`config.mk`:
```
export PLATFORM = sky130hd
export DESIGN_NAME = brk_flag_unit
export DESIGN_NICKNAME = d
export VERILOG_FILES = /design/src/rtl/brk_flag_unit.sv
export SDC_FILE = /design/constraint.sdc
export NUM_CORES = 1
export LEC_CHECK = 0
export CAP_MARGIN = 20
export CORE_MARGIN = 5
export CORE_UTILIZATION = 25
export DETAILED_ROUTE_END_ITERATION = 8
export SLEW_MARGIN = 20
export SYNTH_ARGS = -nofsm -noshare
export SYNTH_HDL_FRONTEND = slang
export SYNTH_SLANG_ARGS = --single-unit
```
`constraint.sdc`:
```
create_clock -name clk -period 2.5 [get_ports clk]
set_input_delay 0.75 -clock clk [delete_from_list [all_inputs] [get_ports clk]]
set_output_delay 0.75 -clock clk [all_outputs]
set_load 0.01 [all_outputs]
```
`src/rtl/brk_flag_unit.sv`:
```
module brk_flag_unit #(
  parameter int NFLAG = 4,
  parameter int DW    = 8
) (
  input  logic             clk,
  input  logic             rst_n,
  input  logic [NFLAG-1:0] evt_i,
  input  logic             brk_i,
  input  logic             acc_rd,
  input  logic             acc_wr,
  input  logic [1:0]       acc_addr,
  input  logic [DW-1:0]    acc_wdata,
  output logic [DW-1:0]    acc_rdata,
  output logic [NFLAG-1:0] flag_o,
  output logic [NFLAG-1:0] irq_o
);
  localparam logic [1:0] A_STAT = 2'd0;
  localparam logic [1:0] A_CTRL = 2'd1;
  localparam logic [1:0] A_IEN  = 2'd2;
  localparam logic [1:0] A_DATA = 2'd3;
  localparam logic [NFLAG-1:0] NONE = {NFLAG{1'b0}};

  logic [NFLAG-1:0] flag_q, pend_q, ien_q;
  logic             clr_en_q;
  logic [DW-1:0]    data_q;

  wire hold  = brk_i & ~clr_en_q;
  wire step1 = acc_rd & (acc_addr == A_STAT) & ~hold;
  wire step2 = (acc_rd | acc_wr) & (acc_addr == A_DATA) & ~hold;

  always_ff @(posedge clk or negedge rst_n) begin
    if (!rst_n) begin
      flag_q   <= NONE;
      pend_q   <= NONE;
      ien_q    <= NONE;
      clr_en_q <= 1'b0;
      data_q   <= '0;
    end else begin
      flag_q <= (flag_q & ~(step2 ? pend_q : NONE)) | evt_i;
      pend_q <= (step2 ? NONE : (step1 ? (pend_q | flag_q) : pend_q)) & ~evt_i;
      if (acc_wr && acc_addr == A_CTRL) clr_en_q <= acc_wdata[0];
      if (acc_wr && acc_addr == A_IEN)  ien_q    <= acc_wdata[NFLAG-1:0];
      if (acc_wr && acc_addr == A_DATA) data_q   <= acc_wdata;
    end
  end

  always_comb begin
    acc_rdata = '0;
    case (acc_addr)
      A_STAT:  acc_rdata[NFLAG-1:0] = flag_q;
      A_CTRL:  acc_rdata[0]         = clr_en_q;
      A_IEN:   acc_rdata[NFLAG-1:0] = ien_q;
      default: acc_rdata            = data_q;
    endcase
  end

  assign flag_o = flag_q;
  assign irq_o  = flag_q & ien_q;
endmodule


```
==> results of run 1 <==
## layer usage
layer	track usage [%]	vias up	wire length (microns)
met3	4.79	7	220
met2	17.6	32	1180
met5	0	-	0
li1	-	383	-
met4	2.82	0	31
met1	12.5	392	1110
## sequential cells by signal, summed over array words and instances, names as in the netlist
name and flops:
ien_q 4, pend_q 4, data_q 8, flag_o 4
clr_en_q 1
## power by group through the flow
| stage | clock, uW | combinational [uW] | sequential (uW) |
|---|---|---|---|
| 6_report | 224 | 216 | 408 |
| 3_5_place_dp | 0 | 220 | 414 |
| 2_1_floorplan | 0 | 107 | 406 |
| 4_1_cts | 233 | 223 | 408 |
| 3_3_place_gp | 0 | 215 | 411 |
| 5_1_grt | 252 | 236 | 414 |
## Yosys cell counts
library cell / number / share of area [%]
mux2_2: 13 / 14
mux2i_1: 3 / 3.0
dfrtp_1: 21 / 52
nor2_1: 4 / 1.5
a41oi_1: 4 / 3.5
nand3b_1: 1 / 0.74
nand3b_4: 1 / 2.0
o21ai_0: 3 / 1.5
inv_1: 4 / 1.5
buf_4: 3 / 2.2
and3_1: 4 / 2.5
o2111a_1: 1 / 1.1
clkbuf_2: 1 / 0.49
nor2_2: 1 / 0.62
a31oi_1: 4 / 2.5
nand3_4: 1 / 1.7
nor3_1: 4 / 2.0
and2_1: 4 / 2.5
nand2b_2: 1 / 0.86
mux4_2: 1 / 2.2
nand3_1: 3 / 1.5
## stage by stage
stage | setup TNS (ns) | instance area, sq um | power, uW
3_5_place_dp | -3.81 | 1420 | 634
5_1_grt | 0 | 1510 | 902
3_3_place_gp | -3.78 | 1420 | 626
6_report | 0 | 1510 | 848
2_1_floorplan | 0 | 1010 | 513
4_1_cts | 0 | 1520 | 864
## layout make-up
class / instances / area, sq um / area share [%]
flip-flops and latches: 21 / 526 / 34.9
multi-input cells: 53 / 445 / 29.6
repair buffers: 41 / 412 / 27.3
well taps: 50 / 62.6 / 4.15
clock buffers: 3 / 41.3 / 2.74
inverters: 4 / 15.0 / 0.997
clock inverters: 1 / 5.00 / 0.332
## cell families (layout without fill, tap and decap cells)
kind of cell           Yosys count  in the layout
muxes                           17             17
and+or+nand+nor                 24             24
AOI/OAI and AO/OA               12             12
DFF                             21             21
buffers and inverters            8             49
## worst max-delay path by stage
stage | end | slack (ns) | cells after the start
5_1_grt | acc_rdata[4] | 0.04 | 4
2_1_floorplan | acc_rdata[1] | 0.29 | 4
4_1_cts | acc_rdata[1] | 0.001 | 5
3_3_place_gp | acc_rdata[0] | -0.53 | 3
3_5_place_dp | acc_rdata[3] | -0.52 | 5
6_report | acc_rdata[4] | 0.07 | 4
## repair_timing
item / in CTS / in global routing
gates resized for setup: 17 / 7
setup endpoints to repair: 8 / 4
setup buffers: 3 / 0
cloned: 1 / 0
hold buffers: 0 / 0
## cells in the final DEF, fill, tap and decap left out, types with 2 or more instances in the layout
cell and instances:
and3_1 4, clkdlybuf4s15_2 2, nor3_1 4, a41oi_1 4, clkbuf_2 4, o21ai_0 2
dfrtp_1 21, and2_1 4, clkdlybuf4s50_1 24, mux2i_1 3, inv_1 4, nor2_1 4
mux2_2 13, buf_4 4, dlygate4sd2_1 4, a31oi_1 4, clkbuf_8 3, nand3_1 3
==> results by group, run 1 <==
Cells and area
  • Nets: roughly 140
  • Fill cell count: 394
  • Number of antenna diodes: 0
  • Final Non-Filler Cells: around 170
  • Share of cells above drive strength 1: 28.5%
  • Fin util: between 30% and 40%
  • Area grow syn2layout: 48.6%

Yosys
  • Syn Nets: 101
  • Mapped Cells: 82
  • Synth Area in Simple Gates: approximately 16%
  • XOR/XNOR share of the synthesized area: 0%
  • Post-synthesis register bit count: 21
  • Mapped Area: between 0.001 and 0.0015 sq mm
  • Compound-cell area share of the yosys netlist: 8.52%
  • Mapped Avg Cell Area: about 12 sq um
  • Post-synth cell types: 21
  • Syn. warnings: 0
  • Mux contribution to synthesized area: between 15 and 20%
  • Seq/Total Area, Yosys: roughly half
  • Main combinational cell family by area after synthesis: multiplexers
  • Post-Synth Adder-Cell Area: 0%

Worst hold path
  • Hold endpoint: flag_o[3]
  • Hold Path Cell Cnt: 1
  • Hold path startpoint: pend_q[3]
  • Hold Crit Class: register to register

Clock network
  • Total CTS buffers: 3
  • Clock buffer depth: 2
  • Clk root buf: clkbuf_8
  • Clock slew at reported path FFs: about 0.08 ns
  • CTS tree: done
  • H-tree Lvls: 1
  • Clock Latency Late Sink: around 0.26 ns
  • CTS Sinks: 21

Critical path
  • R2r setup slk: ~1.3 ns
  • CP Class: primary input to output pin
  • Cell breakdown of the critical path: clkdlybuf4s15_2, bufbuf_16, and3_1, dlygate4sd2_1
  • R2r startpoint: clr_en_q
  • Critical path endpoint category: output pin
  • Worst r2r dst: flag_o[2]
  • Worst Setup SP: acc_addr[1]
  • Startpoint Class: primary input
  • Reg2Reg Depth: 3
  • CP Data Required Time: around 1.8 ns
  • Critical path arrival: 1.68 ns
  • Slowest cell on crit path: bufbuf_16
  • CP peak stage delay: roughly 0.28 ns
  • Max FO, Critical Path: 7
  • Worst Path Buf+Inv: 3
  • Top delay family on crit path: buffers and inverters

STA
  • Final Max Tran Viols: 0
  • Setup ws final: about 0.072 ns
  • Max Fclk: 412 MHz
  • Least-Margin Pin Slew: 0.294 ns
  • Final Hold Fails: 0
  • Unrepaired setup endpoints after global routing: false
  • Final min period: approximately 2.4 ns
  • Hold_ws: roughly 0.45 ns
  • Slew margin rel.: about four fifths
  • Clk_skew: roughly 0.0053 ns
  • Final period utilization: roughly 97%
  • Final setup violation count: 0

Power and ir drop
  • P_int: ~630 uW
  • Seq pwr share: 48.1%
  • Worst vdd ir: around 0.36 mV
  • Pleak: about 0.00066 uW
  • PwrDens: between 500 and 600 mW/mm^2
  • Sw Pwr: between 200 and 250 uW
  • Clk pwr share: a little over a quarter
  • Comb power frac: roughly 26%
  • Sw frac: 26.1%

Floorplanning
  • I/O pins: 35
  • Row cnt: 23
  • Die X: roughly 74 microns
  • Core Box Area: approximately 0.0040 sq mm
  • Die area: about 0.0054 sq mm
  • Initial cell density of the core: about a quarter
  • Die Y: between 70 and 80 microns

Run
  • Max-cap violations: 0

Route
  • Total wire length: between 2 and 3 mm
  • Via/cell ratio: roughly 4.7
  • First drt pass iteration count: 4
  • Vias: 814
  • Drt wl/cell: roughly 15 microns
  • DRT iter0 DRCs: 25
  • # DRC: 0
  • Detail Route Antenna Nets: 0

Placed design
  • DP Worst Slack: -0.520 ns
  • I/O Buffers: 34
  • RD Place Congestion: 0.813
  • Placed Instances: between 150 and 200
  • Hpwl dp: about 1.9 mm

Global routing
  • Total grt overflow: 0
  • Initial antenna violation count: 0
  • Largest net degree at the start of global routing: 22
  • First-pass GRT wire length: about 4.4 mm
  • All-Layer GR Usage: 10.7%
  • Vias in the first global route: 911

Status
  • Outcome: finished clean
Note: power is estimated with default switching activity, not from simulation.
==> inputs of run 2 (changes only) <==
--- a/config.mk
+++ b/config.mk
@@ -9,6 +9,7 @@
 export CORE_MARGIN = 5
 export CORE_UTILIZATION = 25
 export DETAILED_ROUTE_END_ITERATION = 8
+export MAX_ROUTING_LAYER = met4
 export SLEW_MARGIN = 20
 export SYNTH_ARGS = -nofsm -noshare
 export SYNTH_HDL_FRONTEND = slang
==> run 2 against run 1 <==
Compared with the run above:
- combinational power is essentially flat
- sequential share of layout area is the same
- clock-buffer cell count is the same
- sequential power is essentially flat
- fmax is essentially flat
- core utilization is the same
- clock power is essentially flat
- via count shrank 0.37%
- die area is the same
- cell count is the same
- hold slack is essentially flat
- highest routed layer unchanged
==> results by group, run 2 (synthesis gave the netlist of run 1 again) <==
Status
  • Outcome: finished clean

Critical path
  • Max FO, Critical Path: 7 (unchanged)
  • CP Class: primary input to output pin
  • CP Data Required Time: 1.75 ns (about the same)
  • Critical path arrival: 1.68 ns (about the same)
  • Slowest cell on crit path: bufbuf_16
  • Cell breakdown of the critical path: clkdlybuf4s15_2, bufbuf_16, and3_1, dlygate4sd2_1
  • Startpoint Class: primary input
  • Critical path endpoint category: output pin
  • Worst Path Buf+Inv: 3 (unchanged)
  • R2r setup slk: 1.31 ns (about the same)
  • Top delay family on crit path: buffers and inverters
  • CP peak stage delay: 0.28 ns (about the same)

Cells and area
  • Final Non-Filler Cells: 173 (unchanged)
  • Number of antenna diodes: 0 (unchanged)
  • Max reg flops: 8 (unchanged)
  • Leading cell types in the layout, fill and taps excluded: clkdlybuf4s50_1, dfrtp_1, mux2_2
  • Biggest register: data_q
  • Most common cell after layout, fill and taps aside: clkdlybuf4s50_1
  • Nets: 143 (unchanged)
  • Share of cells above drive strength 1: 28.5% (unchanged)
  • Fill cell count: 394 (unchanged)
  • Area grow syn2layout: 48.6% (unchanged)

Floorplanning
  • Die Y: 73.7 microns (unchanged)
  • Row cnt: 23 (unchanged)
  • Initial cell density of the core: 25.5% (unchanged)
  • Core Box Area: 0.00397 sq mm (unchanged)
  • Die area: 0.00543 sq mm (unchanged)
  • Die X: 73.7 microns (unchanged)
  • I/O pins: 35 (unchanged)

Global routing
  • Initial antenna violation count: 0 (unchanged)
  • First-pass GRT wire length: 4.35 mm (-0.16%)
  • All-Layer GR Usage: 11.0% (+0.31 points)
  • Total grt overflow: 0 (unchanged)
  • Vias in the first global route: 912 (+0.11%)
  • Largest net degree at the start of global routing: 22 (unchanged)

Power and ir drop
  • PwrDens: 563 mW/mm^2 (about the same)
  • Worst vdd ir: 0.362 mV (about the same)
  • Pleak: 0.000661 uW (unchanged)
  • Power Total: 848 uW (about the same)

Placed design
  • I/O Buffers: 34 (unchanged)
  • RD Place Congestion: 0.825 (+1.5%)
  • Placed Instances: 165 (unchanged)
  • Hpwl dp: 1.86 mm (unchanged)

Route
  • Total wire length: 2.55 mm (about the same)
  • Via/cell ratio: 4.69 (-0.37%)
  • Drt wl/cell: 14.7 microns (about the same)
  • Vias: 811 (-0.37%)
  • DRT iter0 DRCs: 24 (-4.0%)
  • First drt pass iteration count: 4 (unchanged)
  • # DRC: 0 (unchanged)
  • Detail Route Antenna Nets: 0 (unchanged)

Clock network
  • Clock buffer depth: 2 (unchanged)
  • Clock Latency Late Sink: 0.26 ns (about the same)
  • Clock slew at reported path FFs: 0.08 ns (about the same)
  • Total CTS buffers: 3 (unchanged)
  • CTS tree: done
  • CTS Sinks: 21 (unchanged)
  • H-tree Lvls: 1 (unchanged)
  • # hold bufs at CTS: 0 (unchanged)
  • Clk root buf: clkbuf_8

Run
  • Max-cap violations: 0 (unchanged)

STA
  • Max Fclk: 412 MHz (about the same)
  • Slew margin rel.: 80.6% (+0.24 points)
  • Least-Margin Pin Slew: 0.290 ns (-0.00365 ns)
  • Final Hold Fails: 0 (unchanged)
  • Final period utilization: 97.1% (about the same)
  • Clk_skew: 0.00538 ns (+0.000124 ns)
  • Unrepaired setup endpoints after global routing: false
  • Final Max Tran Viols: 0 (unchanged)
  • Final min period: 2.43 ns (-0.000122 ns)
  • Final setup violation count: 0 (unchanged)

Worst hold path
  • Hold Crit Class: register to register
[run 2: path summary, 6_finish.rpt]
kind / end / depth (start not counted) / startpoint
max in group asynchronous: data_q[5] / 2 / rst_n
min in group asynchronous: pend_q[1] / 2 / rst_n
min reg2reg: flag_o[3] / 1 / pend_q[3]
min: flag_o[3] / 1 / pend_q[3]
max: acc_rdata[4] / 4 / acc_addr[1]
max reg2reg: flag_o[2] / 3 / clr_en_q
[run 2: per-stage QoR]
stage	util, %	TNS (ns)	hold slack (ns)	setup slack (ns)	instance area (sq um)
global placement	35.9	-3.78	0.438	-0.532	1420
detailed placement	35.9	-3.81	0.444	-0.520	1420
finish	37.9	0	0.453	0.0722	1510
global route	37.9	0	0.463	0.0438	1510
CTS	38.4	0	0.456	0.00121	1520
floorplan	-	0	0.427	0.293	1010
[run 2: timing repair]
action / in CTS / in global routing
setup buffers: 3 / 0
gates cloned: 1 / 0
resized for setup: 17 / 7
endpoints found under the setup margin: 8 / 4
[run 2: report_power, final]
| group | switching, uW | total (uW) | internal [uW] |
|---|---|---|---|
| registers | 24.9 | 408 | 383 |
| clock network | 113 | 224 | 111 |
| logic | 83.9 | 216 | 132 |
| total | 222 | 848 | 626 |
[run 2: final cells by class]
type	instances	area [sq um]	area share, %
Sequential cell	21	526	34.9
Multi-Input combinational cell	53	445	29.6
Timing Repair Buffer	41	412	27.3
Tap cell	50	62.6	4.15
Clock buffer	3	41.3	2.74
Inverter	4	15.0	0.997
Clock inverter	1	5.00	0.332
[run 2: per-layer routing]
metal	track usage (%)	part of all wire, %	up-vias
met1	12.5	43	391
li1	-	-	383
met3	4.79	8.5	7
met5	-	0	-
met2	17.6	47	30
met4	2.82	1.2	0
==> inputs of run 3 (changes only) <==
--- a/config.mk
+++ b/config.mk
@@ -9,6 +9,8 @@
 export CORE_MARGIN = 5
 export CORE_UTILIZATION = 25
 export DETAILED_ROUTE_END_ITERATION = 8
+export GPL_ROUTABILITY_DRIVEN = 1
+export GPL_TIMING_DRIVEN = 0
 export MAX_ROUTING_LAYER = met4
 export SLEW_MARGIN = 20
 export SYNTH_ARGS = -nofsm -noshare
==> run 3 against run 2 <==
Compared with the run above:
- sequential power barely moved
- largest cell class unchanged
- via count decreased by 3.0%
- setup slack worse by 0.013 ns
- highest routed layer unchanged
- combinational power fell by 6%
- clock power is essentially flat
- first-iteration DRC count increased by 50%
- critical endpoint is now acc_rdata[0]
- core utilization is 1.2 points lower
==> results by group, run 3 (synthesis gave the netlist of run 1 again) <==
Route
  • First drt pass iteration count: 4 (unchanged)
  • Vias: 787 (-3.0%)
  • DRT iter0 DRCs: 36 (+50%)
  • Drt wl/cell: 14.6 microns (-1.0%)
  • Total wire length: 2.45 mm (-3.9%)
  • Via/cell ratio: 4.68 (about the same)
  • # DRC: 0 (unchanged)
  • Detail Route Antenna Nets: 0 (unchanged)

Global routing
  • First-pass GRT wire length: 4.01 mm (-7.9%)
  • Total grt overflow: 0 (unchanged)
  • Initial antenna violation count: 0 (unchanged)
  • All-Layer GR Usage: 9.81% (-1.2 points)
  • Largest net degree at the start of global routing: 22 (unchanged)
  • Vias in the first global route: 849 (-6.9%)

Placed design
  • RD Place Congestion: 0.808 (-2.0%)
  • Hpwl dp: 1.85 mm (-0.76%)
  • DP Area: 0.00140 sq mm (-1.9%)
  • I/O Buffers: 32 (-5.9%)

Clock network
  • Clk root buf: clkbuf_8
  • CTS Sinks: 21 (unchanged)
  • Clock slew at reported path FFs: 0.08 ns (about the same)
  • CTS tree: done
  • Clock Latency Late Sink: 0.26 ns (about the same)
  • Post-CTS Setup Inserts: 0 (-3)
  • Total CTS buffers: 3 (unchanged)
  • Clock buffer depth: 2 (unchanged)
  • H-tree Lvls: 1 (unchanged)
  • # hold bufs at CTS: 0 (unchanged)

Critical path
  • Reg2Reg Depth: 3 (unchanged)
  • CP Data Required Time: 1.75 ns (about the same)
  • Worst r2r dst: flag_o[1]
  • R2r setup slk: 1.31 ns (about the same)
  • CP peak stage delay: 0.50 ns (+0.22 ns)
  • Critical path arrival: 1.69 ns (about the same)
  • Max FO, Critical Path: 7 (unchanged)
  • Startpoint Class: primary input
  • CP Class: primary input to output pin
  • Cell breakdown of the critical path: buf_4, mux4_2, dlygate4sd2_1
  • R2r startpoint: clr_en_q
  • Slowest cell on crit path: mux4_2
  • Critical path endpoint category: output pin

STA
  • Final Hold Fails: 0 (unchanged)
  • Final period utilization: 97.6% (+0.51 points)
  • Clk_skew: 0.00123 ns (-0.00415 ns)
  • Max Fclk: 410 MHz (-0.53%)
  • Final min period: 2.44 ns (+0.0128 ns)
  • Slew margin rel.: 67.1% (-13 points)
  • Least-Margin Pin Slew: 0.493 ns (+0.203 ns)
  • Final setup violation count: 0 (unchanged)
  • Unrepaired setup endpoints after global routing: false
  • Final Max Tran Viols: 0 (unchanged)

Status
  • Outcome: finished clean

Run
  • Max-cap violations: 0 (unchanged)

Floorplanning
  • Die Y: 73.7 microns (unchanged)
  • Core Box Area: 0.00397 sq mm (unchanged)
  • Row cnt: 23 (unchanged)
  • Die area: 0.00543 sq mm (unchanged)
  • Die X: 73.7 microns (unchanged)
  • Initial cell density of the core: 25.5% (unchanged)
  • I/O pins: 35 (unchanged)

Power and ir drop
  • Power Total: 838 uW (-1.2%)
  • Worst vdd ir: 0.230 mV (-36%)
  • PwrDens: 575 mW/mm^2 (+2.1%)
  • Pleak: 0.000674 uW (+1.9%)

Cells and area
  • Number of antenna diodes: 0 (unchanged)
  • Area grow syn2layout: 43.8%
  • Most common cell after layout, fill and taps aside: clkdlybuf4s50_1
  • Design area: 0.00146 sq mm (-3.2%)
  • Nets: 138 (-3.5%)
  • Leading cell types in the layout, fill and taps excluded: clkdlybuf4s50_1, dfrtp_1, mux2_2
  • Max reg flops: 8 (unchanged)
  • Biggest register: data_q
  • Share of cells above drive strength 1: 22.0% (-6.4 points)

Worst hold path
  • Hold Crit Class: primary input to asynchronous set/reset pin
## run 3: cell type report
| cell class | instances | area, sq um |
|---|---|---|
| buffer | 4 | 43.8 |
| inverter | 4 | 15.0 |
| fill | 391 | 2510 |
| timing repair buffer | 32 | 320 |
| clock buffer | 4 | 45.0 |
| multi-input combinational | 53 | 445 |
| sequential | 21 | 526 |
| tap | 50 | 62.6 |
## run 3: worst max path at each step
stage                      from            to  slack, ns  depth (start not counted)
CTS                 acc_addr[1]  acc_rdata[5]      0.002                          4
floorplan           acc_addr[1]  acc_rdata[1]       0.29                          4
detailed placement  acc_addr[1]  acc_rdata[1]      -0.22                          5
global route        acc_addr[0]  acc_rdata[0]       0.04                          3
global placement    acc_addr[1]  acc_rdata[1]      -0.22                          5
finish              acc_addr[0]  acc_rdata[0]       0.06                          3
## run 3: per-layer routing
layer,GRT usage [%],wire length [microns],part of all wire [%]
met1,12.3,1080,44
met2,15.9,1180,48
met3,2.33,155,6.3
met4,2.41,27,1.1
met5,-,0,0
## run 3: repair_timing
item / 4_1_cts / 5_1_grt
endpoints found under the hold margin: 0 / 0
setup endpoints to repair: 8 / 4
resized for setup: 8 / 4
cloned: 0 / 0
## run 3: metrics by stage
stage | setup slack (ns) | cells | utilization [%] | setup TNS [ns] | hold WS [ns]
global placement | -0.217 | 164 | 35.2 | -0.963 | 0.440
finish | 0.0593 | 168 | 36.7 | 0 | 0.442
floorplan | 0.293 | 82 | - | 0 | 0.427
global route | 0.0403 | 168 | 36.7 | 0 | 0.478
detailed placement | -0.222 | 164 | 35.2 | -0.956 | 0.443
CTS | 0.00190 | 168 | 36.6 | 0 | 0.458
## run 3: report_power, final
part | switching, uW | total (uW) | internal, uW
clock network | 112 | 226 | 114
registers | 24.6 | 407 | 383
logic | 81.2 | 204 | 123
total | 218 | 838 | 620
## run 3: worst max-delay path: cells and delay by family
kind	cells	cell delay [ns]
buffers and inverters	2	0.44
multiplexers	1	0.50
